$ cat config.mk
export PLATFORM = sky130hd
export DESIGN_NAME = rxbrk_gate
export DESIGN_NICKNAME = d
export VERILOG_FILES = /design/src/rtl/rxbrk_pkg.sv /design/src/rtl/rxbrk_rst_sync.sv /design/src/rtl/rxbrk_mark_det.sv /design/src/rtl/rxbrk_flag.sv /design/src/rtl/rxbrk_gate_ctl.sv /design/src/rtl/rxbrk_gate.sv
export SDC_FILE = /design/constraint.sdc
export NUM_CORES = 1
export LEC_CHECK = 0
export BUFFER_PORTS_ARGS = -buffer_cell sky130_fd_sc_hd__buf_2
export CORE_MARGIN = 10
export CORE_UTILIZATION = 23
export DETAILED_ROUTE_END_ITERATION = 8
export SYNTH_ARGS = -nofsm -noshare
export SYNTH_HDL_FRONTEND = slang
export SYNTH_SLANG_ARGS = --single-unit
$ cat constraint.sdc
create_clock -name clk -period 1.3 [get_ports clk]
set_input_delay 0.065 -clock clk [delete_from_list [all_inputs] [get_ports clk]]
set_output_delay 0.065 -clock clk [all_outputs]
set_load 0.01 [all_outputs]
$ cat src/rtl/rxbrk_pkg.sv
package rxbrk_pkg;

  typedef enum logic [1:0] {
    GATE_PASS  = 2'd0,
    GATE_HOLD  = 2'd1,
    GATE_REARM = 2'd2
  } gate_st_e;

  // A break: stop position seen as space and no data bit set.
  function automatic logic is_break(input logic ferr, input logic any_one);
    return ferr & ~any_one;
  endfunction

endpackage

$ cat src/rtl/rxbrk_rst_sync.sv
module rxbrk_rst_sync (
  input  logic clk,
  input  logic rst_n,
  output logic rst_sync_n
);
  logic [1:0] sync_q;

  always_ff @(posedge clk or negedge rst_n) begin
    if (!rst_n) sync_q <= 2'b00;
    else        sync_q <= {sync_q[0], 1'b1};
  end

  assign rst_sync_n = sync_q[1];
endmodule

$ cat src/rtl/rxbrk_mark_det.sv
module rxbrk_mark_det #(
  parameter int MARK_TICKS = 2
) (
  input  logic clk,
  input  logic rst_n,
  input  logic enable,
  input  logic line,
  input  logic tick,
  output logic mark_ok
);
  localparam int CW = $clog2(MARK_TICKS + 1);
  localparam logic [CW-1:0] CNT_TOP = CW'(MARK_TICKS);

  logic [CW-1:0] cnt_q, cnt_d;
  logic          cnt_en;

  always_comb begin
    cnt_d  = cnt_q;
    cnt_en = 1'b0;
    if (!enable || !line) begin
      cnt_d  = '0;
      cnt_en = 1'b1;
    end else if (tick && (cnt_q != CNT_TOP)) begin
      cnt_d  = cnt_q + 1'b1;
      cnt_en = 1'b1;
    end
  end

  always_ff @(posedge clk or negedge rst_n) begin
    if (!rst_n)      cnt_q <= '0;
    else if (cnt_en) cnt_q <= cnt_d;
  end

  assign mark_ok = enable && (cnt_q == CNT_TOP);
endmodule

$ cat src/rtl/rxbrk_flag.sv
module rxbrk_flag (
  input  logic clk,
  input  logic rst_n,
  input  logic standby,
  input  logic set_i,
  input  logic rd_i,
  input  logic wr_i,
  input  logic wdata_i,
  output logic flag_o
);
  logic flag_q, flag_d;
  logic arm_q, arm_d;

  always_comb begin
    arm_d = arm_q;
    if (standby)                arm_d = 1'b0;
    else if (wr_i)              arm_d = 1'b0;
    else if (rd_i && flag_q)    arm_d = 1'b1;
  end

  always_comb begin
    flag_d = flag_q;
    if (standby)                          flag_d = 1'b0;
    else if (set_i)                       flag_d = 1'b1;
    else if (wr_i && !wdata_i && arm_q)   flag_d = 1'b0;
  end

  always_ff @(posedge clk or negedge rst_n) begin
    if (!rst_n) begin
      flag_q <= 1'b0;
      arm_q  <= 1'b0;
    end else begin
      flag_q <= flag_d;
      arm_q  <= arm_d;
    end
  end

  assign flag_o = flag_q;
endmodule

$ cat src/rtl/rxbrk_gate_ctl.sv
module rxbrk_gate_ctl
  import rxbrk_pkg::*;
#(
  parameter int DATA_W = 8
) (
  input  logic              clk,
  input  logic              rst_n,
  input  logic              frm_done,
  input  logic [DATA_W-1:0] frm_data,
  input  logic              frm_ferr,
  input  logic              standby,
  input  logic              mark_ok,
  output logic              hunt,
  output logic              brk_set,
  output logic              we_o,
  output logic [DATA_W-1:0] wdata_o
);
  gate_st_e          state_q, state_d;
  logic              we_q, we_d;
  logic [DATA_W-1:0] wd_q;
  logic              wd_en;
  logic              brk;

  always_comb begin
    brk     = is_break(frm_ferr, |frm_data);
    brk_set = frm_done & brk & ~standby;
    state_d = state_q;
    we_d    = 1'b0;
    if (standby) begin
      state_d = GATE_PASS;
      we_d    = frm_done;
    end else if (frm_done) begin
      if (state_q != GATE_HOLD) begin
        we_d    = 1'b1;
        state_d = brk ? GATE_HOLD : GATE_PASS;
      end
    end else if ((state_q == GATE_HOLD) && mark_ok) begin
      state_d = GATE_REARM;
    end
    wd_en = we_d;
  end

  always_ff @(posedge clk or negedge rst_n) begin
    if (!rst_n) begin
      state_q <= GATE_PASS;
      we_q    <= 1'b0;
    end else begin
      state_q <= state_d;
      we_q    <= we_d;
    end
  end

  always_ff @(posedge clk or negedge rst_n) begin
    if (!rst_n)     wd_q <= '0;
    else if (wd_en) wd_q <= frm_data;
  end

  assign hunt    = (state_q == GATE_HOLD);
  assign we_o    = we_q;
  assign wdata_o = wd_q;
endmodule

$ cat src/rtl/rxbrk_gate.sv
module rxbrk_gate #(
  parameter int DATA_W     = 8,
  parameter int MARK_TICKS = 2
) (
  input  logic              clk,
  input  logic              rst_n,
  input  logic              frm_done,
  input  logic [DATA_W-1:0] frm_data,
  input  logic              frm_ferr,
  input  logic              rx_line,
  input  logic              bit_tick,
  input  logic              standby,
  input  logic              flag_rd,
  input  logic              flag_wr,
  input  logic              flag_wdata,
  output logic              fifo_we,
  output logic [DATA_W-1:0] fifo_wdata,
  output logic              brk_flag
);
  logic rst_q_n;
  logic hunt;
  logic mark_ok;
  logic brk_set;

  rxbrk_rst_sync u_rst (
    .clk        (clk),
    .rst_n      (rst_n),
    .rst_sync_n (rst_q_n)
  );

  rxbrk_mark_det #(.MARK_TICKS(MARK_TICKS)) u_mark (
    .clk     (clk),
    .rst_n   (rst_q_n),
    .enable  (hunt & ~standby),
    .line    (rx_line),
    .tick    (bit_tick),
    .mark_ok (mark_ok)
  );

  rxbrk_gate_ctl #(.DATA_W(DATA_W)) u_ctl (
    .clk      (clk),
    .rst_n    (rst_q_n),
    .frm_done (frm_done),
    .frm_data (frm_data),
    .frm_ferr (frm_ferr),
    .standby  (standby),
    .mark_ok  (mark_ok),
    .hunt     (hunt),
    .brk_set  (brk_set),
    .we_o     (fifo_we),
    .wdata_o  (fifo_wdata)
  );

  rxbrk_flag u_flag (
    .clk     (clk),
    .rst_n   (rst_q_n),
    .standby (standby),
    .set_i   (brk_set),
    .rd_i    (flag_rd),
    .wr_i    (flag_wr),
    .wdata_i (flag_wdata),
    .flag_o  (brk_flag)
  );
endmodule

======== Word level (Yosys, flattened, before mapping) ========
Index checks and enable logic that the tools add are counted.
word-level totals
  input bits .............................. 18
  flip-flop bits (word level) ............. 17
cells by class
  multiplexer cells ....................... 18
  reduce and logical (&&, ||, !) cells .... 17
  equal/unequal tests ..................... 5
  add/subtract/negate cells ............... 1
  bitwise logic cells ..................... 6
operator list
  operator             count
  $mux 1               12
  $mux 2               6
  $reduce_bool 3->1    3
  $reduce_or 8->1      1
  $logic_and 1x1->1    6
  $and 1x1->1          4
  $reduce_and 2->1     2
  $logic_not 1->1      3
  $ne 3x1->1 const B   1
  $add 2x1->2 const B  1
  $eq 2x1->1 const B   1
  $eq 2x2->1 const B   1
  $ne 2x1->1 const B   1
  $ne 2x2->1 const B   1
  $not 1->1            2
  $reduce_bool 2->1    1
  $logic_or 1x1->1     1

======== Logic depth before layout (Yosys ltp) ========
Gate-level depths: netlist (run 1).
  depth after elaboration ................. 7
  gate-level depth with buffers ........... 5

======== Hierarchy ========
Synthesis (run 1) repeated with hierarchy kept, for this count alone.
unflattened totals
  cells, all modules ...................... 56
  area, all modules ....................... 740.7 µm²
modules (own cells, without submodules)
  module          instances  cells each  sequential area each (µm²)  area each (µm²)
  rxbrk_gate_ctl  1          33          275.3                       465.4
  rxbrk_mark_det  1          12          50.0                        121.4
  rxbrk_flag      1          7           50.0                        86.3
  rxbrk_rst_sync  1          3           50.0                        53.8
  rxbrk_gate      1          1           0.0                         13.8

======== Worst setup path before layout (run 1) ========
No wires, ideal clock.
  path type ............................... register to register
  start ................................... register u_ctl.state_q[1]
  end ..................................... register u_ctl.wd_q[0], in the netlist u_ctl.wdata_o[0]
  cell stages (with the launch flop) ...... 4
  data required time ...................... 1.175 ns
  data arrival time ....................... 1.099 ns
  path buffers ............................ 0
  path slack .............................. 0.076 ns
  path through ............................ dfrtp_1 nand2b_4 o21ai_4 mux2_2
between the ends
  cells in the longest elaborated chain, start to end .. 4
RTL lines
  what                      RTL line              source
  start: declaration        rxbrk_gate_ctl.sv:18  gate_st_e state_q, state_d;
  start signal: assignment  rxbrk_gate_ctl.sv:48  state_q <= state_d;
  $ne 2x1->1                rxbrk_gate_ctl.sv:33  if (state_q != GATE_HOLD) begin
  $mux 1                    rxbrk_gate_ctl.sv:33
  $mux 1                    rxbrk_gate_ctl.sv:32  end else if (frm_done) begin
  $mux 1                    rxbrk_gate_ctl.sv:29  if (standby) begin
  end signal: assignment    rxbrk_gate_ctl.sv:55  else if (wd_en) wd_q <= frm_data;
  end: declaration          rxbrk_gate_ctl.sv:20  logic [DATA_W-1:0] wd_q;
Every way passes these cells.
A chain may end at the register's enable or synchronous reset.

======== Worst setup path in the final report (run 1) ========
  start ................................... register u_ctl.state_q[1]
  end ..................................... register u_ctl.wd_q[4], in the netlist u_ctl.wdata_o[4]
Same word-level chain as after synthesis.

==> results of run 1 <==
-- kinds of logic after synthesis --
family | count (synthesis) | synth area share
simple gates | 17 | 0.1538
flops | 17 | 0.5944
mux | 9 | 0.1399
compound gates | 7 | 0.07343
buf+inv | 3 | 0.01573
fa+ha+maj | 1 | 0.01748
other cells | 1 | 0.005240
-- worst max-delay path, delay by kind of cell, from the launching register on --
kind | cells | cell delay, ns
compound gates | 1 | 0.25
flops | 1 | 0.40
mux | 1 | 0.33
simple gates | 1 | 0.17
-- cell usage in the layout, fill, tap and decap left out --
| master | instances |
|---|---|
| conb_1 | 1 |
| or3b_1 | 1 |
| buf_4 | 3 |
| nand2_1 | 3 |
| inv_1 | 2 |
| nor2_1 | 1 |
| mux2i_1 | 1 |
| ha_4 | 1 |
| inv_2 | 1 |
| nor2b_1 | 1 |
| a21oi_2 | 1 |
| nand2b_4 | 1 |
| nor3_1 | 3 |
| buf_2 | 27 |
| nor4_1 | 1 |
| o21ai_0 | 1 |
| o21ai_4 | 1 |
| dlygate4sd3_1 | 2 |
| nor4bb_1 | 2 |
| a21oi_1 | 3 |
| nand2b_1 | 2 |
| nand3_1 | 1 |
| mux2_4 | 5 |
| clkbuf_4 | 3 |
| dfrtp_1 | 17 |
| nor3b_1 | 1 |
| a211oi_1 | 1 |
| o21ai_2 | 1 |
| clkinv_2 | 1 |
| mux2_2 | 3 |
-- synthesized netlist by cell type (all sizes together) --
cell    instances  area, um2
dfrtp          17      425.4
mux2            8      90.09
a21oi           4      23.77
inv             3      11.26
nand2           3      11.26
nand2b          3      26.27
nor3            3      15.01
nor4bb          2      20.02
o21ai           2      21.27
a211oi          1      7.510
conb            1      3.750
ha              1      12.51
mux2i           1      10.01
nand3           1      5.000
nor2            1      3.750
nor2b           1      6.260
nor3b           1      7.510
nor4            1      6.260
or3b            1      8.760
-- routing by layer --
layer,vias to the layer above,global-route usage,part of all wire
li1,271,-,-
met1,260,0.07062,0.41
met2,11,0.1057,0.53
met3,0,0.02604,0.061
met4,0,0.01856,0
met5,-,0,0
-- timing repair --
item	CTS	global route
hold endpoints to repair	3	0
endpoints found under the setup margin	8	10
resized for setup	0	8
hold buffers	2	0
pin swaps	2	2
cloned	1	0
setup buffers	0	1
-- registers in the layout, summed over array words and instances, names as in the netlist --
register / cells
u_mark.cnt_q: 2
u_flag.arm_q: 1
u_ctl.wdata_o: 8
u_ctl.we_o: 1
u_ctl.state_q: 2
u_flag.flag_o: 1
u_rst.sync_q: 2
-- area by class of cell --
class / count / area, um2 / area share
inverters: 3 / 11.26 / 0.01108
flip-flops and latches: 17 / 425.4 / 0.4187
clock inverters: 1 / 5.005 / 0.004926
well taps: 44 / 55.05 / 0.05419
clock buffers: 3 / 22.52 / 0.02217
multi-input cells: 36 / 319.1 / 0.3140
repair buffers: 32 / 177.7 / 0.1749
-- per-stage QoR --
step	total power, mW	setup slack (ns)	instance area (um2)
2_1_floorplan	0.6418	0.07629	715.7
3_3_place_gp	0.7149	0.02764	920.9
3_5_place_dp	0.7188	-0.007428	920.9
4_1_cts	1.000	0.005704	977.2
5_1_grt	1.047	-0.03564	1016
6_report	0.9964	0.04571	1016
-- how the worst max path moves through the flow --
stage / startpoint / endpoint / cells past startpoint
finish: u_ctl.state_q[1] / u_ctl.wdata_o[4] / 3
global route: u_mark.cnt_q[1] / u_ctl.state_q[0] / 4
CTS: u_mark.cnt_q[0] / u_mark.cnt_q[0] / 6
detailed placement: u_ctl.state_q[1] / u_ctl.wdata_o[5] / 3
global placement: u_ctl.state_q[1] / u_ctl.wdata_o[6] / 3
floorplan: u_ctl.state_q[1] / u_ctl.wdata_o[0] / 3
-- power groups by stage --
stage               Sequential (mW)  Clock (mW)  Combinational (mW)
floorplan                     0.602           0              0.0400
global placement              0.590           0               0.125
detailed placement            0.591           0               0.127
CTS                           0.581       0.285               0.135
global route                  0.586       0.302               0.158
finish                        0.580       0.274               0.142
==> metrics.md, run 1 <==
| Metric | Value |
|---|---|
| Status | finished, final reports clean |
| Maximum VDD drop | approximately 0.54 mV |
| Number of global-route vias before repair | ~600 |
| Max cap viols | 0 |
| Post-route non-filler standard cell count | 136 |
| Worst Path Max Fanout | 5 |
| Post-Place Cells | 128 |
| Fill count | 326 |
| WS Path Type | flip-flop to flip-flop |
| DRT iter0 DRCs | 1 |
| FMAX | 797.3 MHz |
| Via/cell ratio | between 3 and 4 |
| Reg-to-Reg End | u_ctl.wdata_o[4] |
| Hold_sp | frm_data[6] |
| Setup Skew | 0.005572 ns |
| GRT overflow | 0 |
| Post-Synthesis Cells | 55 |
| Worst-Skew Late Latency | 0.28 ns |
| Routed via count | 542 |
| CTS clk-pin slew, worst paths | 0.10 ns |
| GPL Wtd Cong | 0.7695 |
| Hold depth | 2 |
| Fin. Hold Viols | 0 |
| Die area | 5743 um2 |
| Clock share of power | 0.275 |
| Fin Hold WS | 0.02146 ns |
| Synth Area per Inst | 13.01 um2 |
| Syn-to-layout area delta | 41.96% |
| R2r setup slk | 0.05 ns |
| Flop pwr share | 0.583 |
| Initial antenna violation count | 0 |
| FF-to-FF path depth | 3 |
| Power share of the combinational group | 0.143 |
| Slew headroom | 0.6026 |
| Core Rows | 20 |
| Crit path cell chain | nand2b_4 -> o21ai_4 -> mux2_4 |
| Slew Viols, Final | 0 |
| NumNets Final | roughly 110 |
| Antenna cell count | 0 |
| Sw power | 244.5 uW |
| Worst path max stage delay | 0.40 ns |
| Pwr Density | 980.7 nW/um2 |
| Utilization after layout | 0.3355 |
| Routed length per placed instance | 12.68 um |
| Number of remaining DRC errors | 0 |
| CP max stage cell | dfrtp_1 |
| TritonRoute pass-1 iters | 2 |
| CP arrival | 1.43 ns |
| Starting Density | 0.2364 |
| Unique cell type count in the Yosys netlist | 22 |
| Crit start category | flip-flop |
| Clk sink count | 17 |
| Ports | 28 |
| Die Wd | 75.78 um |
| Period utilization | 0.9648 |
| Synthesized flop and latch total | 17 |
| Setup TNS | 0 ns |
| Post-synthesis cell area | roughly 700 um2 |
| Dpl hpwl | 1417 um |
| Pin count of the biggest net entering global routing | 16 |
| # port buffers | 27 |
| Hold Path End | u_ctl.wdata_o[6] |
| Number of CTS-inserted buffers | 3 |
| RSZ-0062 raised after global routing | true |
| First-pass GRT wire length | 2760 um |
| Final setup fails | 0 |
| Total GRT Usage | 0.06273 |
| CTS tree | built |
| Clock Path Buffers | 2 |
| Hold Path Class | input port to flip-flop |
| Final WL | 1724 um |
| Chip height | 75.78 um |
| Core area | between 3000 and 4000 um2 |
| Share of post-route cells with drive strength above 1 | 0.5217 |
| Antenna Nets Post-Route | 0 |
| Max H-tree Level | 1 |
| WP data required | 1.47 ns |
| Mapped Nets | 74 |
| Yosys warns | 0 |
| Switching portion of total power | 0.2453 |
| Slew @ Worst Pin | 0.5962 ns |
| Clock Tree Root | clkbuf_4 |
| Post-route minimum period | 1.254 ns |
| Sequential area share after synthesis | 0.5944 |
| Pleak | 0.4769 nW |
| Internal power | 751.9 uW |
| CP Capture Type | flip-flop |
| Worst reg2reg startpoint | u_ctl.state_q[1] |
Power figures use the tool's default switching activity.
==> run 2: changes to the inputs <==
--- a/config.mk
+++ b/config.mk
@@ -9,6 +9,7 @@
 export CORE_MARGIN = 10
 export CORE_UTILIZATION = 23
 export DETAILED_ROUTE_END_ITERATION = 8
+export PLACE_DENSITY = 0.42
 export SYNTH_ARGS = -nofsm -noshare
 export SYNTH_HDL_FRONTEND = slang
 export SYNTH_SLANG_ARGS = --single-unit
==> metrics.md, run 2 (synthesis gave the netlist of run 1 again) <==
| Metric | Value |
|---|---|
| Clk sink count | 17 (unchanged) |
| Pwr Density | 992.9 nW/um2 (+1.2%) |
| Antenna cell count | 0 (unchanged) |
| Most common cell after layout, fill and taps aside | buf_2 |
| Met1 Use GR | 0.07523 (+0.004613) |
| Period utilization | 0.9672 (+0.002390) |
| Pleak | 0.4579 nW (-4.0%) |
| Worst slack, placed | -0.01350 ns (-0.006071 ns) |
| Setup Skew | 0.004899 ns (-0.0006730 ns) |
| Number of CTS-inserted buffers | 3 (unchanged) |
| NumNets Final | 111 (-0.89%) |
| Most frequent cells in the layout | buf_2 (27), dfrtp_1 (17), mux2_2 (7) |
| Via/cell ratio | 3.956 (-0.75%) |
| Number of global-route vias before repair | 570 (-5.2%) |
| CTS clk-pin slew, worst paths | 0.10 ns (about the same) |
| FF-to-FF path depth | 4 (+1) |
| Reg-to-Reg End | u_ctl.wdata_o[6] |
| Max cap viols | 0 (unchanged) |
| WS Path Type | flip-flop to flip-flop |
| Pin count of the biggest net entering global routing | 16 (unchanged) |
| Number of remaining DRC errors | 0 (unchanged) |
| Routed length per placed instance | 12.09 um (-4.6%) |
| Core area | 3028 um2 (unchanged) |
| Routed via count | 534 (-1.5%) |
| GPL Wtd Cong | 0.6767 (-12%) |
| Chip height | 75.78 um (unchanged) |
| RSZ-0062 raised after global routing | true |
| Dpl hpwl | 1341 um (-5.3%) |
| Core Rows | 20 (unchanged) |
| Crit start category | flip-flop |
| Hold depth | 3 (+1) |
| First-pass GRT wire length | 2649 um (-4.0%) |
| FMAX | 795.3 MHz (-0.25%) |
| Hold Path End | u_flag.flag_o |
| TritonRoute pass-1 iters | 4 (+2) |
| Maximum VDD drop | 0.3819 mV (-30%) |
| Syn-to-layout area delta | 40.21% |
| Worst-Skew Late Latency | 0.28 ns (about the same) |
| # port buffers | 27 (unchanged) |
| Final WS setup | 0.04261 ns (-0.003107 ns) |
| Final WL | 1632 um (-5.3%) |
| Met2 Use GR | 0.08585 (-0.01981) |
| Die Wd | 75.78 um (unchanged) |
| Hold Path Class | input port to flip-flop |
| Max reg flops | 8 (unchanged) |
| R2r setup slk | 0.04 ns (about the same) |
| GR peak layer | met2 |
| Fin Hold WS | 0.009214 ns (-0.01224 ns) |
| Worst Path Max Fanout | 9 (+4) |
| Starting Density | 0.2364 (unchanged) |
| Post-route minimum period | 1.257 ns (+0.003107 ns) |
| Final setup fails | 0 (unchanged) |
| Slew Viols, Final | 0 (unchanged) |
| WP data required | 1.48 ns (about the same) |
| Max H-tree Level | 1 (unchanged) |
| Grt met3 use | 0.02604 (unchanged) |
| Status | finished, final reports clean |
| Clock Path Buffers | 2 (unchanged) |
| Fin. Hold Viols | 0 (unchanged) |
| Hold_sp | flag_wdata |
| Die area | 5743 um2 (unchanged) |
| Ports | 28 (unchanged) |
| Worst reg2reg startpoint | u_ctl.state_q[1] |
| CP Capture Type | flip-flop |
| Antenna Nets Post-Route | 0 (unchanged) |
| Share of post-route cells with drive strength above 1 | 0.5055 (-0.01624) |
| CP arrival | 1.43 ns (about the same) |
| DRT iter0 DRCs | 16 (+15) |
| Total GRT Usage | 0.06195 (-0.0007877) |
| Initial antenna violation count | 0 (unchanged) |
| GRT overflow | 0 (unchanged) |
| Clock Tree Root | clkbuf_4 |
| CTS tree | built |
## run 2: cell count changes in the layout (fill, tap and decap cells not counted)
cell,change
clkbuf_1,+1
buf_4,-1
mux2_4,-4
mux2_2,+4
buf_12,+1
clkinv_2,-1
o21ai_2,-1
## run 2: what timing repair did
action                     4_1_cts  5_1_grt
hold buffers                     2        0
setup buffers                    1        0
resized for setup                0        4
hold endpoints to repair         3        0
setup endpoints to repair        9        9
pin swaps                        2        2
## run 2: how the worst max path moves through the flow
| stage | startpoint | endpoint | slack, ns | cells past startpoint |
|---|---|---|---|---|
| global placement | u_ctl.state_q[1] | u_ctl.wdata_o[2] | -0.008 | 3 |
| finish | u_ctl.state_q[1] | u_ctl.wdata_o[6] | 0.04 | 4 |
| detailed placement | u_ctl.state_q[1] | u_ctl.wdata_o[6] | -0.01 | 3 |
| floorplan | u_ctl.state_q[1] | u_ctl.wdata_o[0] | 0.08 | 3 |
| CTS | u_mark.cnt_q[0] | u_ctl.state_q[0] | 0.01 | 5 |
| global route | u_ctl.state_q[1] | u_ctl.wdata_o[6] | -0.009 | 4 |
## run 2: area by class of cell
class / count / area [um2]
repair buffers: 32 / 190.2
well taps: 44 / 55.05
inverters: 3 / 11.26
clock buffers: 4 / 26.28
flip-flops and latches: 17 / 425.4
multi-input cells: 35 / 295.3
fillers: 328 / 2024
## run 2: critical path, cell delays in order, from the launching register on
cell and delay (ns):
dfrtp_1 0.38, nand2b_4 0.16, o21ai_4 0.15, buf_12 0.14, mux2_2 0.32
## run 2: stage by stage
stage | util | power (mW) | TNS, ns | cell area, um2 | cells
global route | 0.3314 | 1.062 | -0.02910 | 1003 | 135
floorplan | - | 0.6418 | 0 | 715.7 | 55
CTS | 0.3260 | 1.023 | 0 | 987.2 | 135
detailed placement | 0.3041 | 0.7207 | -0.08395 | 920.9 | 128
finish | 0.3314 | 0.9963 | 0 | 1003 | 135
global placement | 0.3041 | 0.7177 | -0.05045 | 920.9 | 128
## run 2: power by group
| part | switching (mW) | internal [mW] | leakage, nW |
|---|---|---|---|
| clock | 0.158 | 0.119 | 0.0150 |
| combinational | 0.0685 | 0.0789 | 0.231 |
| sequential | 0.0129 | 0.559 | 0.212 |
## run 2: per-layer routing
| layer | share of wire | vias to the layer above |
|---|---|---|
| met3 | 0.079 | 2 |
| met4 | 0.0074 | 0 |
| li1 | - | 265 |
| met1 | 0.45 | 249 |
| met2 | 0.46 | 18 |
| met5 | 0 | - |
==> run 3: changes to the inputs <==
--- a/config.mk
+++ b/config.mk
@@ -7,9 +7,9 @@
 export LEC_CHECK = 0
 export BUFFER_PORTS_ARGS = -buffer_cell sky130_fd_sc_hd__buf_2
 export CORE_MARGIN = 10
-export CORE_UTILIZATION = 23
+export CORE_UTILIZATION = 49
 export DETAILED_ROUTE_END_ITERATION = 8
-export PLACE_DENSITY = 0.42
+export PLACE_DENSITY = 0.78
 export SYNTH_ARGS = -nofsm -noshare
 export SYNTH_HDL_FRONTEND = slang
 export SYNTH_SLANG_ARGS = --single-unit
==> metrics.md, run 3 (synthesis gave the netlist of run 1 again) <==
| Metric | Value |
|---|---|
| Status | finished with violations |
| Failing checks | negative setup slack |
| Slew Viols, Final | 0 (unchanged) |
| DP Area | 884.6 um2 (-3.9%) |
| Via/cell ratio | 5.134 (+30%) |
| CTS clk-pin slew, worst paths | 0.10 ns (about the same) |
| Hold_sp | frm_done |
| CP Capture Type | flip-flop |
| NumNets Final | 117 (+5.4%) |
| Slew @ Worst Pin | 0.5777 ns |
| Post-Place Cells | 99 (-23%) |
| Die area | 3389 um2 (-41%) |
| Slew headroom | 0.6149 |
| Maximum VDD drop | 0.6724 mV (+76%) |
| Multi-input gate area | 334.1 um2 (+13%) |
| Hold depth | 2 (-1) |
| Core Rows | 13 (-35%) |
| Dpl hpwl | 1235 um (-7.9%) |
| Pin count of the biggest net entering global routing | 16 (unchanged) |
| Most common cell after layout, fill and taps aside | buf_2 |
| Core area | 1334 um2 (-56%) |
| GRT overflow | 0 (unchanged) |
| Ports | 28 (unchanged) |
| WS Path Type | flip-flop to flip-flop |
| Setup Skew | 0.006674 ns (+0.001775 ns) |
| Hold Path Class | input port to flip-flop |
| DRT iter0 DRCs | 6 (-10) |
| # port buffers | 27 (unchanged) |
| Fill count | 82 (-75%) |
| Routed length per placed instance | 14.78 um (+22%) |
| Max cap viols | 0 (unchanged) |
| Starting Density | 0.5366 (+0.3002) |
| CTS tree | built |
| Max reg flops | 8 (unchanged) |
| Worst-Skew Late Latency | 0.29 ns (about the same) |
| Crit start category | flip-flop |
| Post-route non-filler standard cell count | 112 (-17%) |
| Most frequent cells in the layout | buf_2 (27), dfrtp_1 (17), mux2_4 (8) |
| Overall power | 1.030 mW (+3.4%) |
| TritonRoute pass-1 iters | 4 (unchanged) |
| First-pass GRT wire length | 2677 um (+1.1%) |
| FF-to-FF path depth | 4 (unchanged) |
| Clock Tree Root | clkbuf_4 |
| Period utilization | 1.005 (+0.03754) |
| FMAX | 765.6 MHz (-3.7%) |
| Post-route minimum period | 1.306 ns (+0.04880 ns) |
| Setup TNS | -0.01558 ns (-0.01558 ns) |
| Max H-tree Level | 1 (unchanged) |
| Die Wd | 58.22 um (-23%) |
| Routed via count | 575 (+7.7%) |
| GPL Wtd Cong | 0.7350 (+8.6%) |
| Final WL | 1655 um (+1.4%) |
| Total GRT Usage | 0.09978 (+0.03783) |
| RSZ-0062 raised after global routing | true |
| Number of global-route vias before repair | 626 (+9.8%) |
| Fin. Hold Viols | 0 (unchanged) |
| Origin of the worst setup path | u_ctl.state_q[1] |
| Final WS setup | -0.006199 ns (-0.04880 ns) |
| Worst reg2reg startpoint | u_ctl.state_q[1] |
| Reg area | 425.4 um2 (unchanged) |
| Pwr Density | 962.8 nW/um2 (-3.0%) |
| WP data required | 1.49 ns (about the same) |
| Pleak | 0.5347 nW (+17%) |
| Number of CTS-inserted buffers | 3 (unchanged) |
| Share of post-route cells with drive strength above 1 | 0.5773 (+0.07183) |
| CP arrival | 1.50 ns (+0.07 ns) |
| Number of remaining DRC errors | 0 (unchanged) |
| Post-route cell area | 1070 um2 (+6.6%) |
| Syn-to-layout area delta | 49.48% |
| Initial antenna violation count | 0 (unchanged) |
| Antenna cell count | 0 (unchanged) |
| Antenna Nets Post-Route | 0 (unchanged) |
| Clock Path Buffers | 2 (unchanged) |
| Clk sink count | 17 (unchanged) |
| Final setup fails | 3 (+3) |
| Worst Path Max Fanout | 4 (-5) |
| Chip height | 58.22 um (-23%) |
[run 3: stage by stage]
step | worst slack (ns) | hold slack [ns] | utilization
2_1_floorplan | 0.07629 | -0.2306 | -
3_3_place_gp | 0.02721 | -0.1480 | 0.6632
3_5_place_dp | -0.01649 | -0.1464 | 0.6632
4_1_cts | 0.008375 | 0.005620 | 0.7251
5_1_grt | -0.06534 | 0.01021 | 0.8021
6_report | -0.006199 | 0.01294 | 0.8021
[run 3: what timing repair did]
item                                    CTS  global route
hold buffers                              2             0
endpoints found under the hold margin     3             0
gates cloned                              0             1
setup buffers                             2             4
resized for setup                         2            12
endpoints found under the setup margin   10            11
pin swaps                                 2             2
[run 3: report_power, final]
group | internal [mW] | switching (mW)
Sequential | 0.559 | 0.0221
Combinational | 0.100 | 0.0660
Clock | 0.115 | 0.168
[run 3: worst paths after layout]
kind | to | slack (ns)
setup reg to reg | u_ctl.wdata_o[4] | -0.006
max in group asynchronous | u_ctl.wdata_o[1] | 0.68
hold / removal | u_ctl.state_q[1] | 0.01
hold reg to reg | u_mark.cnt_q[1] | 0.24
min in group asynchronous | u_rst.sync_q[0] | 0.07
setup / recovery | u_ctl.wdata_o[4] | -0.006
[run 3: area by class of cell]
type | count | share of cell area
flip-flops and latches | 17 | 0.3977
well taps | 15 | 0.01754
repair buffers | 38 | 0.2363
inverters | 3 | 0.01053
multi-input cells | 35 | 0.3123
clock inverters | 1 | 0.004678
clock buffers | 3 | 0.02105
[run 3: metal layers]
layer	wire (um)	vias up	track usage
met4	33	0	0.06040
met3	158	4	0.05447
met2	754	21	0.1472
met1	708	274	0.1097
met5	0	-	0
li1	-	276	-
[run 3: critical path, cell delays in order (launching register included)]
cell and delay, ns:
dfrtp_1 0.39, nand2b_4 0.15, o21ai_4 0.19, clkbuf_16 0.18
mux2_4 0.29
